`config.mk`:
```
export PLATFORM = sky130hd
export DESIGN_NAME = osd_compositor
export DESIGN_NICKNAME = d
export VERILOG_FILES = /design/src/rtl/osd_pkg.sv /design/src/rtl/osd_win_map.sv /design/src/rtl/osd_blend.sv /design/src/rtl/osd_blink.sv /design/src/rtl/osd_compositor.sv
export SDC_FILE = /design/constraint.sdc
export NUM_CORES = 1
export LEC_CHECK = 0
export BUFFER_PORTS_ARGS = -buffer_cell sky130_fd_sc_hd__buf_4
export CAP_MARGIN = 20
export CORE_MARGIN = 2
export CORE_UTILIZATION = 58
export CTS_CLUSTER_DIAMETER = 80
export DETAILED_ROUTE_END_ITERATION = 8
export PLACE_DENSITY_LB_ADDON = 0.15
export SYNTH_ARGS = -nofsm -noshare
export SYNTH_HDL_FRONTEND = slang
export SYNTH_SLANG_ARGS = --single-unit
```
`constraint.sdc`:
```
create_clock -name clk -period 21.6 [get_ports clk]
set_input_delay 6.48 -clock clk [delete_from_list [all_inputs] [get_ports clk]]
set_output_delay 6.48 -clock clk [all_outputs]
set_load 0.005 [all_outputs]
```
`src/rtl/osd_pkg.sv`:
```
// Shared constants and helpers for the overlay compositor.
// Assumes window indices 0,1 are video layers and 2,3 are overlays.
package osd_pkg;
    localparam int NWIN    = 4;
    localparam int VID0    = 0;
    localparam int VID1    = 1;
    localparam int OVL0    = 2;
    localparam int OVL1    = 3;
    localparam int ZCODE_W = 2;
    localparam int LVL_W   = 3;

    // Map a 2-bit zoom code to a shift amount (code 3 behaves as code 2).
    function automatic logic [1:0] zoom_shift(input logic [ZCODE_W-1:0] code);
        case (code)
            2'd0:    zoom_shift = 2'd0;
            2'd1:    zoom_shift = 2'd1;
            default: zoom_shift = 2'd2;
        endcase
    endfunction
endpackage

```
`src/rtl/osd_win_map.sv`:
```
// Window mapper: decides whether the raster position lies inside one
// window and produces the window-relative pixel request.
// Assumes start coordinates, sizes and zoom codes are stable per frame.
module osd_win_map
    import osd_pkg::*;
#(
    parameter int XW = 11,
    parameter int YW = 11
) (
    input  logic               en,
    input  logic               field_mode,
    input  logic               field_id,
    input  logic [XW-1:0]      x,
    input  logic [YW-1:0]      y,
    input  logic [XW-1:0]      x0,
    input  logic [YW-1:0]      y0,
    input  logic [XW-1:0]      w,
    input  logic [YW-1:0]      h,
    input  logic [ZCODE_W-1:0] zh,
    input  logic [ZCODE_W-1:0] zv,
    output logic               hit,
    output logic [XW-1:0]      rx,
    output logic [YW-1:0]      ry
);
    localparam int XSW = XW + 2;
    localparam int YSW = YW + 2;

    logic [1:0]    sh_x, sh_y;
    logic [XSW-1:0] span_w;
    logic [YSW-1:0] span_h;
    logic [XW-1:0] dx;
    logic [YW-1:0] dy, row;
    logic          in_x, in_y, parity_ok;

    // Zoomed span of the window in raster units.
    always_comb begin
        sh_x   = zoom_shift(zh);
        sh_y   = zoom_shift(zv);
        span_w = {2'b00, w} << sh_x;
        span_h = {2'b00, h} << sh_y;
    end

    // Relative coordinates, field-line selection and hit test.
    always_comb begin
        dx        = x - x0;
        dy        = y - y0;
        row       = field_mode ? (dy >> 1) : dy;
        parity_ok = !field_mode || (y[0] == field_id);
        in_x      = (x >= x0) && ({2'b00, dx} < span_w);
        in_y      = (y >= y0) && parity_ok && ({2'b00, row} < span_h);
        hit       = en && in_x && in_y;
        rx        = dx >> sh_x;
        ry        = row >> sh_y;
    end
endmodule

```
`src/rtl/osd_blend.sv`:
```
// Eight-step blender: mixes an overlay pixel onto the pixel below with
// weight level/8, per byte. Passes the lower pixel through when apply is low.
// Assumes a pixel is two components of CW bits, Y in the upper half.
module osd_blend #(
    parameter int CW = 8
) (
    input  logic [2*CW-1:0] below,
    input  logic [2*CW-1:0] ovl,
    input  logic [2:0]      level,
    input  logic            apply,
    output logic [2*CW-1:0] mixed
);
    localparam int AW = CW + 4;

    logic [2*CW-1:0] blend_v;

    for (genvar c = 0; c < 2; c++) begin : g_comp
        logic [AW-1:0] acc;
        // Weighted sum of one component; total weight is always eight.
        always_comb begin
            acc = AW'(ovl[c*CW +: CW]) * AW'(level)
                + AW'(below[c*CW +: CW]) * (AW'(8) - AW'(level));
            blend_v[c*CW +: CW] = acc[CW+2:3];
        end
    end

    // Choose between blended and pass-through value.
    always_comb mixed = apply ? blend_v : below;
endmodule

```
`src/rtl/osd_blink.sv`:
```
// Blink timer: counts vsync strobes and flips the visible phase every
// reload+1 frames. Assumes vsync is a single-cycle strobe per frame.
module osd_blink #(
    parameter int BW = 8
) (
    input  logic          clk,
    input  logic          rst_n,
    input  logic          vsync,
    input  logic [BW-1:0] reload,
    output logic          blink_on
);
    logic [BW-1:0] cnt;

    // Frame countdown and phase toggle.
    always_ff @(posedge clk) begin
        if (!rst_n) begin
            cnt      <= reload;
            blink_on <= 1'b1;
        end else if (vsync) begin
            if (cnt == '0) begin
                cnt      <= reload;
                blink_on <= ~blink_on;
            end else begin
                cnt <= cnt - 1'b1;
            end
        end
    end

    p_phase_hold_r10: assert property (@(posedge clk) disable iff (!rst_n)
        !vsync |=> $stable(blink_on));
    p_reload_r10: assert property (@(posedge clk) disable iff (!rst_n)
        (vsync && cnt == '0) |=> (cnt == $past(reload)));
endmodule

```
`src/rtl/osd_compositor.sv`:
```
// Four-layer compositor: maps the raster position into two video and two
// overlay windows, picks the top video layer, blends both overlays with
// transparency and attribute/blink control, and registers the result.
// Assumes win_pix answers req_x/req_y combinationally in the same cycle.
module osd_compositor
    import osd_pkg::*;
#(
    parameter int XW = 11,
    parameter int YW = 11,
    parameter int CW = 8,
    parameter int BW = 8
) (
    input  logic                    clk,
    input  logic                    rst_n,
    input  logic                    pix_valid,
    input  logic [XW-1:0]           raster_x,
    input  logic [YW-1:0]           raster_y,
    input  logic                    field_id,
    input  logic                    vsync,
    input  logic [NWIN-1:0]         win_en,
    input  logic [NWIN-1:0]         win_field,
    input  logic [NWIN*XW-1:0]      win_x0,
    input  logic [NWIN*YW-1:0]      win_y0,
    input  logic [NWIN*XW-1:0]      win_w,
    input  logic [NWIN*YW-1:0]      win_h,
    input  logic [NWIN*ZCODE_W-1:0] win_zoom_h,
    input  logic [NWIN*ZCODE_W-1:0] win_zoom_v,
    input  logic [2*LVL_W-1:0]      ovl_level,
    input  logic                    attr_mode,
    input  logic [BW-1:0]           blink_reload,
    input  logic [2*CW-1:0]         bg_pix,
    output logic [NWIN-1:0]         req_hit,
    output logic [NWIN*XW-1:0]      req_x,
    output logic [NWIN*YW-1:0]      req_y,
    input  logic [NWIN*2*CW-1:0]    win_pix,
    output logic                    out_valid,
    output logic [2*CW-1:0]         out_pix
);
    localparam int PW = 2 * CW;

    logic [PW-1:0] wpix [NWIN];
    logic [PW-1:0] video_px, stage1_px, stage2_px;
    logic [LVL_W-1:0] lvl0;
    logic          blink_on, attr_hit, attr_hide, ovl0_vis, ovl1_vis;

    for (genvar i = 0; i < NWIN; i++) begin : g_win
        osd_win_map #(.XW(XW), .YW(YW)) u_map (
            .en         (win_en[i]),
            .field_mode (win_field[i]),
            .field_id   (field_id),
            .x          (raster_x),
            .y          (raster_y),
            .x0         (win_x0[i*XW +: XW]),
            .y0         (win_y0[i*YW +: YW]),
            .w          (win_w[i*XW +: XW]),
            .h          (win_h[i*YW +: YW]),
            .zh         (win_zoom_h[i*ZCODE_W +: ZCODE_W]),
            .zv         (win_zoom_v[i*ZCODE_W +: ZCODE_W]),
            .hit        (req_hit[i]),
            .rx         (req_x[i*XW +: XW]),
            .ry         (req_y[i*YW +: YW])
        );
        assign wpix[i] = win_pix[i*PW +: PW];

        p_req_in_window_r4: assert property (@(posedge clk) disable iff (!rst_n)
            req_hit[i] |-> (req_x[i*XW +: XW] < win_w[i*XW +: XW])
                        && (req_y[i*YW +: YW] < win_h[i*YW +: YW]));
        p_field_parity_r5: assert property (@(posedge clk) disable iff (!rst_n)
            (req_hit[i] && win_field[i]) |-> (raster_y[0] == field_id));
        p_disabled_miss_r3: assert property (@(posedge clk) disable iff (!rst_n)
            !win_en[i] |-> !req_hit[i]);
    end

    osd_blink #(.BW(BW)) u_blink (
        .clk      (clk),
        .rst_n    (rst_n),
        .vsync    (vsync),
        .reload   (blink_reload),
        .blink_on (blink_on)
    );

    // Video layer priority over the background.
    always_comb begin
        video_px = bg_pix;
        if (req_hit[VID0]) video_px = wpix[VID0];
        if (req_hit[VID1]) video_px = wpix[VID1];
    end

    // Overlay visibility, attribute weight and blink masking.
    always_comb begin
        attr_hit  = attr_mode && req_hit[OVL1];
        attr_hide = attr_hit && wpix[OVL1][3] && !blink_on;
        lvl0      = attr_hit ? wpix[OVL1][2:0] : ovl_level[LVL_W-1:0];
        ovl0_vis  = req_hit[OVL0] && (wpix[OVL0] != '0) && !attr_hide;
        ovl1_vis  = !attr_mode && req_hit[OVL1] && (wpix[OVL1] != '0);
    end

    osd_blend #(.CW(CW)) u_blend_ovl0 (
        .below (video_px),
        .ovl   (wpix[OVL0]),
        .level (lvl0),
        .apply (ovl0_vis),
        .mixed (stage1_px)
    );

    osd_blend #(.CW(CW)) u_blend_ovl1 (
        .below (stage1_px),
        .ovl   (wpix[OVL1]),
        .level (ovl_level[2*LVL_W-1:LVL_W]),
        .apply (ovl1_vis),
        .mixed (stage2_px)
    );

    // Output register with valid flag; pixel holds when no valid input.
    always_ff @(posedge clk) begin
        if (!rst_n) begin
            out_valid <= 1'b0;
            out_pix   <= '0;
        end else begin
            out_valid <= pix_valid;
            if (pix_valid) out_pix <= stage2_px;
        end
    end

    p_valid_follow_r2: assert property (@(posedge clk) disable iff (!rst_n)
        pix_valid |=> out_valid);
    p_idle_hold_r2: assert property (@(posedge clk) disable iff (!rst_n)
        !pix_valid |=> (!out_valid && $stable(out_pix)));
    p_bg_when_empty_r6: assert property (@(posedge clk) disable iff (!rst_n)
        (pix_valid && req_hit == '0) |=> (out_pix == $past(bg_pix)));
    p_transparent_r8: assert property (@(posedge clk) disable iff (!rst_n)
        (pix_valid && req_hit == 4'b0100 && wpix[OVL0] == '0)
            |=> (out_pix == $past(bg_pix)));
endmodule

```
== After elaboration in Yosys (flattened, before gate mapping) ==
Index checks and enable logic that the tools add are counted.

* Latch bits: 0
* Bits in registers: 26
* Memories: 0
* Output and inout bits: 109
* Word-level logic and storage cells: 140
* Input bits: 322
* Bits in writable memories: 0
* ROM bits: 0

* Reductions and logical operators: 50
* Multiply operators: 8
* Magnitude comparators: 16
* Bitwise gates (word level): 1
* Shift operators: 16
* Div/mod/pow operators: 0
* Eq/ne operators: 10
* $add $sub $neg: 15
* Multiplexer cells: 20

{| class="wikitable"
|+ Operators by type and width
! kind !! number
|-
| less-than comparator 11 x 13 -> 1 bit || 8
|-
| left shift 11 x 2 -> 13 bit || 8
|-
| >= comparator 11 bit || 8
|-
| >> shifter 11 x 2 -> 11 bit || 8
|-
| subtractor 11 bit || 8
|-
| 2-to-1 mux 16 bit || 4
|-
| multiplier 8 x 12 -> 11 bit || 4
|-
| adder 11 bit || 4
|-
| multiplier 8 x 3 -> 11 bit || 4
|-
| 2-to-1 mux 11 bit || 4
|-
| case mux 2 bit (2 select lines) || 8
|-
| nonzero test 16 bit || 2
|-
| logical AND 1 bit || 27
|-
| 2-to-1 mux 8 bit || 3
|-
| equality test 2 x 1 -> 1 bit, second input constant || 8
|-
| logical NOT 2 bit || 8
|-
| subtractor 4 x 3 -> 5 bit, first input constant || 2
|-
| logical NOT 8 bit || 1
|-
| subtractor 8 x 1 -> 8 bit, second input constant || 1
|-
| logical NOT 1 bit || 7
|-
| logical OR 1 bit || 4
|-
| 2-to-1 mux 3 bit || 1
|-
| inequality test 2 x 1 -> 1 bit, second input constant || 1
|-
| AND reduction 2 bit || 1
|-
| 2 further kinds || 2
|}

== Depth between registers and ports, before layout ==
Gate-level depths: netlist (run 1).

* Word-level depth: 16
* Depth in mapped cells: 64
* Mapped depth without buffers: 63

== By module ==
From an unflattened synthesis (run 1), not the netlist that was laid out.

* Cells, all modules: 2701
* Area total of the unflattened synthesis: 20270.7 µm²

{| class="wikitable"
|+ By module, submodules not included
! module !! cells an instance !! instances !! area an instance (µm²) !! sequential area each (µm²)
|-
| osd_win_map (g_win[1].u_map ...) || 394 || 2 || 2680.1 || 0.0
|-
| osd_blend (u_blend_ovl0) || 460 || 1 || 3849.9 || 0.0
|-
| osd_blend (u_blend_ovl1) || 460 || 1 || 3848.7 || 0.0
|-
| osd_win_map (g_win[0].u_map) || 411 || 1 || 2802.7 || 0.0
|-
| osd_win_map (g_win[3].u_map) || 407 || 1 || 2776.4 || 0.0
|-
| osd_compositor || 123 || 1 || 1109.8 || 340.3
|-
| osd_blink || 52 || 1 || 523.0 || 260.2
|}

== Worst setup path after synthesis (run 1) ==
No wires, ideal clock.

* Path type: input to register
* Start: in raster_y[0]
* End: reg out_pix[7]
* Required time: 21.483 ns
* Path slack: 1.555 ns
* Stages: 61
* Buffers on the path: 3
* Arrival time: 19.928 ns
* Library setup time: 0.117 ns
* Path through: inv_1 -> ha_1 -> inv_1 -> fa_1 -> a21o_1 -> a21oi_1 -> o21bai_1 -> a21oi_1 -> o21bai_1 -> a21oi_1 -> o21bai_1 -> a21oi_1 -> xnor2_1 -> mux2_2 -> ha_1 -> nand3_1 -> a2111oi_0 -> a211oi_2 -> (+25 left out) -> a32oi_2 -> or2_2 -> fa_1 -> fa_1 -> fa_1 -> inv_1 -> fa_1 -> inv_1 -> fa_1 -> inv_1 -> ha_1 -> a21o_1 -> a21o_1 -> a21oi_1 -> xnor2_1 -> a21oi_1 -> o22ai_1 -> a22o_1

* Word-level cells in the longest chain between the ends: 14
* Elaborated cells on any way between the ends: 52
* Those cells by class: add/sub: 7; mul: 3; order compare: 8; eq/ne: 1; mux: 9; reduce/logical: 24

{| class="wikitable"
|+ RTL lines
! item !! RTL line !! RTL
|-
| start, declared || osd_compositor.sv:17 || <nowiki>input logic [YW-1:0] raster_y,</nowiki>
|-
| subtractor 11 bit / equality test 1 bit (equally long branches) || osd_win_map.sv:46, osd_win_map.sv:48 ||
|-
| 2-to-1 mux 11 bit / logical OR 1 bit (equally long branches) || osd_win_map.sv:47, osd_win_map.sv:48 ||
|-
| less-than comparator 11 x 13 -> 1 bit / logical AND 1 bit (equally long branches) || osd_win_map.sv:50 || <nowiki>in_y = (y >= y0) && parity_ok && ({2'b00, row} < span_h);</nowiki>
|-
| logical AND 1 bit || osd_win_map.sv:50 ||
|-
| logical AND 1 bit || osd_win_map.sv:51 || <nowiki>hit = en && in_x && in_y;</nowiki>
|-
| logical AND 1 bit || osd_compositor.sv:91 || <nowiki>attr_hit = attr_mode && req_hit[OVL1];</nowiki>
|-
| 2-to-1 mux 3 bit / logical AND 1 bit (equally long branches) || osd_compositor.sv:93, osd_compositor.sv:92 ||
|-
| subtractor 4 x 3 -> 5 bit / logical AND 1 bit (equally long branches) || osd_blend.sv:22, osd_compositor.sv:92 ||
|-
| multiplier 8 x 12 -> 11 bit / logical NOT 1 bit (equally long branches) || osd_blend.sv:22, osd_compositor.sv:94 ||
|-
| adder 11 bit / logical AND 1 bit (equally long branches) || osd_blend.sv:22, osd_compositor.sv:94 ||
|-
| 2-to-1 mux 16 bit || osd_blend.sv:28 || <nowiki>always_comb mixed = apply ? blend_v : below;</nowiki>
|-
| multiplier 8 x 12 -> 11 bit || osd_blend.sv:22 || <nowiki>+ AW'(below[c*CW +: CW]) * (AW'(8) - AW'(level));</nowiki>
|-
| adder 11 bit || osd_blend.sv:22 ||
|-
| 2-to-1 mux 16 bit * || osd_blend.sv:28 ||
|-
| end signal, assigned || osd_compositor.sv:121 || <nowiki>if (pix_valid) out_pix <= stage2_px;</nowiki>
|-
| end, declared || osd_compositor.sv:37 || <nowiki>output logic [2*CW-1:0] out_pix</nowiki>
|}

Every way passes the cells marked *; elsewhere a longest branch is shown, timed or not.
A chain may end at the register's enable or synchronous reset.

== Final worst setup path (run 1) ==
Same ends and word-level chain as after synthesis.

==> results of run 1 <==
area by class of cell:
cell class	count	area [sq um]
Fill cell	2831	9810
Timing Repair Buffer	446	3360
Tap cell	442	553
Clock buffer	4	100
Multi-Input combinational cell	2026	16500
Sequential cell	26	601
Inverter	392	1470
Antenna cell	5	12.5
power by group through the flow:
| stage | registers, mW | clock network (mW) | logic [mW] |
|---|---|---|---|
| floorplan | 0.0613 | 0 | 0.948 |
| global placement | 0.0619 | 0 | 1.28 |
| detailed placement | 0.0625 | 0 | 1.32 |
| CTS | 0.0614 | 0.0491 | 1.33 |
| global route | 0.0620 | 0.0514 | 1.51 |
| finish | 0.0615 | 0.0485 | 1.34 |
metal layers:
metal	GRT usage	up-vias	share of wire
li1	-	9292	-
met1	0.434	8887	0.42
met2	0.577	727	0.46
met3	0.0346	149	0.076
met4	0.126	0	0.045
met5	0	-	0
layout by cell type, fill, tap and decap left out, types with 18 or more instances in the layout:
master	synthesis	routed
xnor2_1	83	83
o21ai_0	142	142
buf_4	5	445
mux2_2	24	24
inv_1	387	387
a31oi_1	23	23
a211oi_1	31	31
fa_1	140	140
o21bai_1	25	25
o21a_1	21	21
dfxtp_1	18	18
xor2_1	33	33
a21o_1	39	39
nor2b_1	72	72
nor2_1	219	219
nor3_1	21	21
a21oi_1	187	187
nand2_1	208	208
mux2i_1	153	153
ha_1	296	296
nand3_1	20	20
nand2b_1	37	37
and2_1	67	67
Yosys cell counts, types with 24 or more instances:
| cell | n |
|---|---|
| o21bai_1 | 25 |
| a211oi_1 | 31 |
| mux2_2 | 24 |
| inv_1 | 387 |
| mux2i_1 | 153 |
| xor2_1 | 33 |
| xnor2_1 | 83 |
| ha_1 | 296 |
| o21ai_0 | 142 |
| nor2b_1 | 72 |
| nand2b_1 | 37 |
| a21oi_1 | 187 |
| fa_1 | 140 |
| a21o_1 | 39 |
| nand2_1 | 208 |
| clkbuf_1 | 68 |
| nor2_1 | 219 |
| and2_1 | 67 |
what timing repair did:
action,4_1_cts,5_1_grt
endpoints found under the setup margin,0,2
resized for setup,0,5
buffers inserted,0,6
registers in the layout, indices dropped and copies added (netlist names):
signal            count
out_pix              16
out_valid             1
u_blink.blink_on      1
u_blink.cnt           8
cell families after synthesis:
kind of cell               after synthesis  synth area share
adders and majority gates              436             0.344
and+or+nand+nor                        736             0.189
xor gates and xnor gates               116            0.0537
buffers and inverters                  490            0.0998
DFF                                     26            0.0317
muxes                                  183             0.101
AOI/OAI and AO/OA                      555             0.181
critical path, delay by kind of cell:
family	cells	cell delay, ns
compound gates	24	4.18
xor+xnor	3	0.39
fa+ha+maj	15	6.45
buf+inv	11	1.35
simple gates	8	1.87
worst paths after layout:
kind | endpoint | slack, ns | cells past startpoint
max reg2reg | out_pix[15] | 14.84 | 23
max | out_pix[7] | 1.02 | 61
min | out_pix[12] | 0.45 | 2
min reg2reg | out_pix[12] | 0.45 | 2
through the flow:
step / setup WS [ns] / cells / total power, mW / utilization
after global placement: 0.916 / 3326 / 1.34 / 0.691
after detailed placement: 0.551 / 3326 / 1.38 / 0.691
after global routing: 0.00388 / 3340 / 1.62 / 0.697
after floorplan: 1.56 / 2542 / 1.01 / -
final: 1.02 / 3341 / 1.45 / 0.697
after CTS: 0.790 / 3330 / 1.44 / 0.694
==> results by group, run 1 <==
Outcome
  • Outcome: finished clean

Critical path
  • Worst path max stage delay: 0.55 ns
  • Critical path's slowest cell: fa_1
  • CP Max Fanout: 13
  • Worst EP required: 21.76 ns
  • CP dominant cell by count: fa_1
  • Worst Path Class, Setup: primary input to flip-flop
  • CP Launch Type: primary input
  • Worst r2r src: u_blink.blink_on
  • Worst Path Arrival: 20.74 ns
  • Critical Path End Type: flip-flop
  • Worst setup path startpoint: raster_y[0]

Logic synthesis
  • Post-synthesis sequential area ratio: 0.0317
  • Async SR Flop Fraction: 0
  • Top cell type's share of synthesized area: 0.196
  • Mapped Avg Cell Area: 7.45 sq um
  • EDFF count, synth: 8
  • Biggest area consumer among synthesized cells: ha_1
  • Yosys warnings: 0
  • Syn Inst Count: 2,542
  • Predominant post-synthesis flop cell: dfxtp_1
  • Yosys reg bits: 26
  • Synthesized area: 18,900 sq um
  • Total nets after synthesis: 3,300
  • Number of distinct library cells after synthesis: 88
  • Synth top area cells: ha_1, fa_1, mux2i_1

STA
  • RSZ-0062 raised after global routing: false
  • Final hold vios: 0
  • Slew Viols, Final: 0
  • Slew @ Worst Pin: 1.05 ns
  • Max Clock Freq: 0.0486 GHz
  • Final setup violation count: 0
  • Setup TNS: 0 ns
  • Hold Slack: 0.451 ns
  • Tcrit/Tclk final: 0.953
  • Max-slew headroom: 0.303
  • Tmin final: 20.58 ns
  • Fin Clk Skew: 0.00531 ns

Placed design
  • Post-DP HPWL: 50,500 um
  • Final GP Congestion: 0.943
  • Placed cell area: 22,400 sq um
  • Port bufs: 430

Floorplanning
  • Die Area: 34,100 sq um
  • Die Y: 185 um
  • Initial Util: 0.585
  • Die W: 185 um
  • Core Region: 32,400 sq um
  • Row cnt: 66
  • # IOs: 431

Power and ir drop
  • Lkg Pwr: 11.8 nW
  • Internal power: 683 uW
  • Logic pwr share: 0.924
  • Seq pwr share: 0.042
  • Psw: 769 uW
  • Switching Share: 0.529
  • VDD IR-drop max: 51.7 uV
  • Clock power frac: 0.033
  • Pwr/cell area: 64.4 nW/um^2

Clock tree
  • CTS max path bufs: 2
  • Clock latency at the later pin of the worst-skew pair: 0.26 ns
  • CTS tree: yes
  • H-tree lvl count: 1
  • TritonCTS buffer count: 3
  • CTS root buf: clkbuf_16
  • Clock sinks: 26
  • Cts-stage hold buffer count: 0
  • Reg clk slew, reported paths: 0.07 ns

Global route
  • Number of global-route vias before repair: 18,200
  • Grt total ovfl: 0
  • First-pass GRT wire length: 91,900 um
  • Antenna violations before repair: 5
  • Total track usage: 0.335
  • Largest net degree at the start of global routing: 42

Drt
  • DRT iter0 DRCs: 979
  • Drt drc: 0
  • Antenna viol nets, final: 0
  • Total wire length: 59,200 um
  • Routed vias/inst: 5.70
  • Vias after detailed routing: 19,100
  • DR WL/cell: 17.7 um
  • Drt first pass iters: 5

Min path
  • HP Class: flip-flop to flip-flop
  • Hold_sp: out_pix[12]

Finish
  • Layout cells sized above 1: 0.177
  • Final Cell Area: 22,600 sq um
  • Nets: 3,653
  • Synth-to-layout area growth: 19.1%

Run
  • Number of max-cap violations: 0
Power figures use the tool's default switching activity.
==> run 2, diff against run 1 <==
--- a/config.mk
+++ b/config.mk
@@ -11,6 +11,7 @@
 export CORE_UTILIZATION = 58
 export CTS_CLUSTER_DIAMETER = 80
 export DETAILED_ROUTE_END_ITERATION = 8
+export MAX_ROUTING_LAYER = met4
 export PLACE_DENSITY_LB_ADDON = 0.15
 export SYNTH_ARGS = -nofsm -noshare
 export SYNTH_HDL_FRONTEND = slang
==> results by group, run 2 (synthesis results as in run 1) <==
Critical path
  • Critical Path End Type: flip-flop
  • R2R depth: 23
  • CP Max Fanout: 19
  • Kind of cell adding the most delay to the critical path: adder cells
  • Worst path max stage delay: 0.77 ns
  • Worst path depth: 55
  • WP buf/inv: 10
  • Worst EP required: 21.76 ns
  • CP dominant cell by count: fa_1
  • Worst Path Class, Setup: primary input to flip-flop
  • CP Launch Type: primary input
  • Critical path's slowest cell: or2_1
  • Worst Path Arrival: 20.86 ns

Drt
  • DRT iter0 DRCs: 1,095
  • Vias after detailed routing: 19,100
  • Antenna viol nets, final: 0
  • Total wire length: 59,000 um
  • Drt first pass iters: 5
  • Drt drc: 0
  • DR WL/cell: 17.7 um
  • Routed vias/inst: 5.72

Power and ir drop
  • Pwr/cell area: 64.1 nW/um^2
  • VDD IR-drop max: 54.6 uV
  • Lkg Pwr: 11.8 nW

Global route
  • Total track usage: 0.348
  • Largest net degree at the start of global routing: 42
  • Number of global-route vias before repair: 18,500
  • First-pass GRT wire length: 92,600 um
  • Grt total ovfl: 0
  • Antenna violations before repair: 6

Min path
  • Hold path depth: 2
  • HP Class: flip-flop to flip-flop

STA
  • RSZ-0062 raised after global routing: false
  • Max-slew headroom: 0.318
  • Tcrit/Tclk final: 0.958
  • Max Clock Freq: 0.0483 GHz
  • Tmin final: 20.70 ns
  • Final setup violation count: 0
  • Fin worst setup slack: 0.899 ns
  • Final hold vios: 0
  • Setup TNS: 0 ns
  • Slew Viols, Final: 0
  • Slew @ Worst Pin: 1.02 ns
  • Fin Clk Skew: 0.00550 ns

Placed design
  • Port bufs: 430
  • Final GP Congestion: 0.965
  • Post-DP HPWL: 50,600 um
  • Placement Setup Slack: 0.726 ns

Floorplanning
  • Row cnt: 66
  • Core Region: 32,400 sq um
  • Initial Util: 0.585
  • Die Y: 185 um
  • Die Area: 34,100 sq um
  • Die W: 185 um
  • # IOs: 431

Finish
  • Layout cells sized above 1: 0.175
  • Commonest non-fill, non-tap cell in the layout: buf_4
  • Max reg flops: 16
  • Top Registers: out_pix (16), u_blink.cnt (8)
  • Synth-to-layout area growth: 18.8%
  • Most flop-heavy register: out_pix
  • Nets: 3,647
  • Most frequent cells in the layout: buf_4, inv_1, ha_1, nor2_1, nand2_1

Clock tree
  • H-tree lvl count: 1
  • CTS tree: yes
  • Clock sinks: 26
  • Clock latency at the later pin of the worst-skew pair: 0.26 ns
  • CTS max path bufs: 2
  • CTS root buf: clkbuf_16
  • Post-CTS Setup Inserts: 0
  • Reg clk slew, reported paths: 0.07 ns
  • TritonCTS buffer count: 3

Outcome
  • Outcome: finished clean

Run
  • Number of max-cap violations: 0
[run 2: cell types whose count changed in the layout (fill, tap and decap cells not counted), sizes merged]
cell and delta:
diode +1, buf -6
[run 2: path summary, 6_finish.rpt]
| check | to | slack [ns] | start |
|---|---|---|---|
| max reg2reg | out_pix[7] | 14.84 | u_blink.blink_on |
| min | out_pix[12] | 0.46 | out_pix[12] |
| min reg2reg | out_pix[12] | 0.46 | out_pix[12] |
| max | out_pix[7] | 0.90 | raster_y[0] |
[run 2: area by class of cell]
type                            instances  area, sq um
Clock buffer                            4          100
Multi-Input combinational cell       2026        16400
Timing Repair Buffer                  440         3300
Antenna cell                            6         15.0
Inverter                              392         1470
Sequential cell                        26          601
Tap cell                              442          553
Fill cell                            2792         9880
[run 2: routing by layer]
metal / up-vias / global-route usage / routed length, um
met5: - / - / 0
met4: 0 / 0.136 / 2580
met3: 139 / 0.0300 / 3970
met2: 708 / 0.577 / 27100
met1: 8968 / 0.441 / 25300
li1: 9280 / - / -
[run 2: power by group]
part	internal (mW)	total, mW	switching, mW
registers	0.0569	0.0614	0.00450
clock network	0.0322	0.0487	0.0165
logic	0.592	1.33	0.739
total	0.681	1.44	0.760
[run 2: repair_timing]
item,4_1_cts,5_1_grt
resized for setup,0,1
setup endpoints to repair,0,1
hold buffers,0,0
[run 2: stage by stage]
| step | total power [mW] | std cells | util | hold slack, ns | instance area, sq um |
|---|---|---|---|---|---|
| global placement | 1.34 | 3326 | 0.691 | 0.443 | 22400 |
| CTS | 1.44 | 3330 | 0.694 | 0.459 | 22500 |
| detailed placement | 1.38 | 3326 | 0.691 | 0.449 | 22400 |
| global route | 1.61 | 3336 | 0.695 | 0.487 | 22500 |
| finish | 1.44 | 3336 | 0.695 | 0.456 | 22500 |
| floorplan | 1.01 | 2542 | - | 0.446 | 18900 |
[run 2: worst register-to-register path: stages (launching register included)]
cell and delay (ns):
dfxtp_1 0.37, o311a_1 0.72, o21ai_0 0.80, nand2_1 0.18
fa_1 0.57, inv_1 0.05, ha_1 0.21, fa_1 0.54
inv_1 0.05, fa_1 0.47, inv_1 0.06, fa_1 0.47
ha_1 0.36, nor2b_1 0.18, o21ai_0 0.14, nand2b_1 0.11
a21o_1 0.23, a21o_1 0.21, a21o_1 0.18, a21oi_1 0.18
xnor2_1 0.11, a21oi_1 0.15, o22ai_1 0.12, a22o_1 0.20
==> run 3, diff against run 2 <==
--- a/config.mk
+++ b/config.mk
@@ -5,14 +5,17 @@
 export SDC_FILE = /design/constraint.sdc
 export NUM_CORES = 1
 export LEC_CHECK = 0
-export BUFFER_PORTS_ARGS = -buffer_cell sky130_fd_sc_hd__buf_4
 export CAP_MARGIN = 20
+export CELL_PAD_IN_SITES_DETAIL_PLACEMENT = 2
+export CELL_PAD_IN_SITES_GLOBAL_PLACEMENT = 2
 export CORE_MARGIN = 2
-export CORE_UTILIZATION = 58
+export CORE_UTILIZATION = 38
 export CTS_CLUSTER_DIAMETER = 80
 export DETAILED_ROUTE_END_ITERATION = 8
+export DONT_BUFFER_PORTS = 1
 export MAX_ROUTING_LAYER = met4
 export PLACE_DENSITY_LB_ADDON = 0.15
+export SETUP_SLACK_MARGIN = 0.2
 export SYNTH_ARGS = -nofsm -noshare
 export SYNTH_HDL_FRONTEND = slang
 export SYNTH_SLANG_ARGS = --single-unit
==> results by group, run 3 (synthesis results as in run 1) <==
Critical path
  • R2R depth: 24
  • Worst r2r src: u_blink.blink_on
  • CP Launch Type: primary input
  • R2R Path End: out_pix[7]
  • Critical Path End Type: flip-flop
  • Worst path max stage delay: 0.55 ns
  • CP Max Fanout: 13
  • Worst EP required: 21.75 ns
  • Worst Path Class, Setup: primary input to flip-flop
  • CP dominant cell by count: fa_1
  • WP buf/inv: 9
  • Kind of cell adding the most delay to the critical path: adder cells
  • Critical path's slowest cell: fa_1
  • R2R setup slack: 14.97 ns
  • Worst Path Arrival: 20.76 ns

Finish
  • Layout Utilization: 0.402
  • Synth-to-layout area growth: 4.00%
  • Nets: 3,234
  • Most frequent cells in the layout: inv_1, ha_1, nor2_1, nand2_1, a21oi_1
  • Top Registers: out_pix (16), u_blink.cnt (8)
  • Commonest non-fill, non-tap cell in the layout: inv_1
  • Layout cells sized above 1: 0.0388
  • Max reg flops: 16
  • Most flop-heavy register: out_pix
  • Non-Filler Instances: 3,142

Placed design
  • Final GP Congestion: 0.921
  • Port bufs: 0
  • Placed cell count: 3,130
  • Placement Setup Slack: 0.409 ns
  • Post-DP HPWL: 63,300 um

STA
  • Max Clock Freq: 0.0485 GHz
  • RSZ-0062 raised after global routing: false
  • Tmin final: 20.61 ns
  • Final hold vios: 0
  • Slew @ Worst Pin: 0.891 ns
  • Max-slew headroom: 0.400
  • Fin worst setup slack: 0.989 ns
  • Slew Viols, Final: 0
  • Final setup violation count: 0
  • Setup TNS: 0 ns
  • Tcrit/Tclk final: 0.954
  • Fin Clk Skew: 0.00331 ns

Power and ir drop
  • Final Total Pwr: 1.38 mW
  • Pwr/cell area: 70.0 nW/um^2
  • VDD IR-drop max: 37.8 uV
  • Lkg Pwr: 9.76 nW

Clock tree
  • Clock sinks: 26
  • TritonCTS buffer count: 3
  • H-tree lvl count: 1
  • CTS max path bufs: 2
  • Clock latency at the later pin of the worst-skew pair: 0.26 ns
  • CTS tree: yes
  • Reg clk slew, reported paths: 0.06 ns
  • CTS root buf: clkbuf_16

Min path
  • Min-Delay Endpoint: out_pix[12]
  • Hold_sp: out_pix[12]
  • Hold path depth: 2
  • HP Class: flip-flop to flip-flop

Drt
  • Top Metal Used: met4
  • Total wire length: 71,900 um
  • M1 wire length: 30,900 um
  • Drt drc: 0
  • Vias after detailed routing: 17,800
  • DR WL/cell: 22.9 um
  • Met2 wire len: 35,400 um
  • DRT iter0 DRCs: 585
  • Drt first pass iters: 4
  • Metal3 WL: 3950 um
  • Routed vias/inst: 5.67
  • Antenna viol nets, final: 0

Global route
  • Antenna violations before repair: 3
  • Grt total ovfl: 0
  • Total track usage: 0.277
  • Number of global-route vias before repair: 19,300
  • First-pass GRT wire length: 109,000 um
  • Largest net degree at the start of global routing: 42

Floorplanning
  • Die Area: 51,600 sq um
  • Core Region: 49,100 sq um
  • Row cnt: 81
  • Initial Util: 0.386
  • # IOs: 431
  • Die W: 227 um
  • Die Y: 227 um

Outcome
  • Outcome: finished clean

Run
  • Number of max-cap violations: 0
-- run 3: worst min-delay path: stages (launching register included) --
cell and delay, ns:
dfxtp_1 0.34, nand2_1 0.06, o21ai_1 0.05
-- run 3: final cells by class --
class | instances | area, sq um
fill | 5858 | 29400
multi-input combinational | 2026 | 16500
inverter | 392 | 1480
tap | 664 | 831
sequential | 26 | 601
timing repair buffer | 27 | 221
clock buffer | 4 | 88.8
antenna | 3 | 7.51
-- run 3: metrics by stage --
step,hold slack (ns),instance area [sq um]
final,0.505,19700
after global routing,0.555,19700
after CTS,0.511,19600
after detailed placement,0.502,19500
after global placement,0.494,19500
after floorplan,0.446,18900
-- run 3: report_power, final --
part	leakage (nW)	switching [mW]	internal [mW]
clock network	0.0442	0.0162	0.0283
logic	9.48	0.742	0.530
registers	0.233	0.00648	0.0569
-- run 3: worst max path at each step --
stage | startpoint | to | cells after the start
detailed placement | raster_x[0] | out_pix[15] | 58
global placement | raster_x[0] | out_pix[15] | 58
finish | raster_x[0] | out_pix[15] | 59
global route | raster_y[0] | out_pix[15] | 60
CTS | raster_x[0] | out_pix[15] | 58
floorplan | raster_y[0] | out_pix[7] | 61
-- run 3: routing by layer --
layer | GRT usage | vias to the layer above
met2 | 0.487 | 351
met3 | 0.0466 | 77
met5 | - | -
li1 | - | 8425
met4 | 0.0614 | 0
met1 | 0.330 | 8948
-- run 3: what timing repair did --
| action | CTS | global route |
|---|---|---|
| gates resized for setup | 0 | 9 |
| hold buffers | 0 | 0 |
| endpoints found under the setup margin | 0 | 2 |
| setup buffers | 0 | 3 |
| hold endpoints to repair | 0 | 0 |
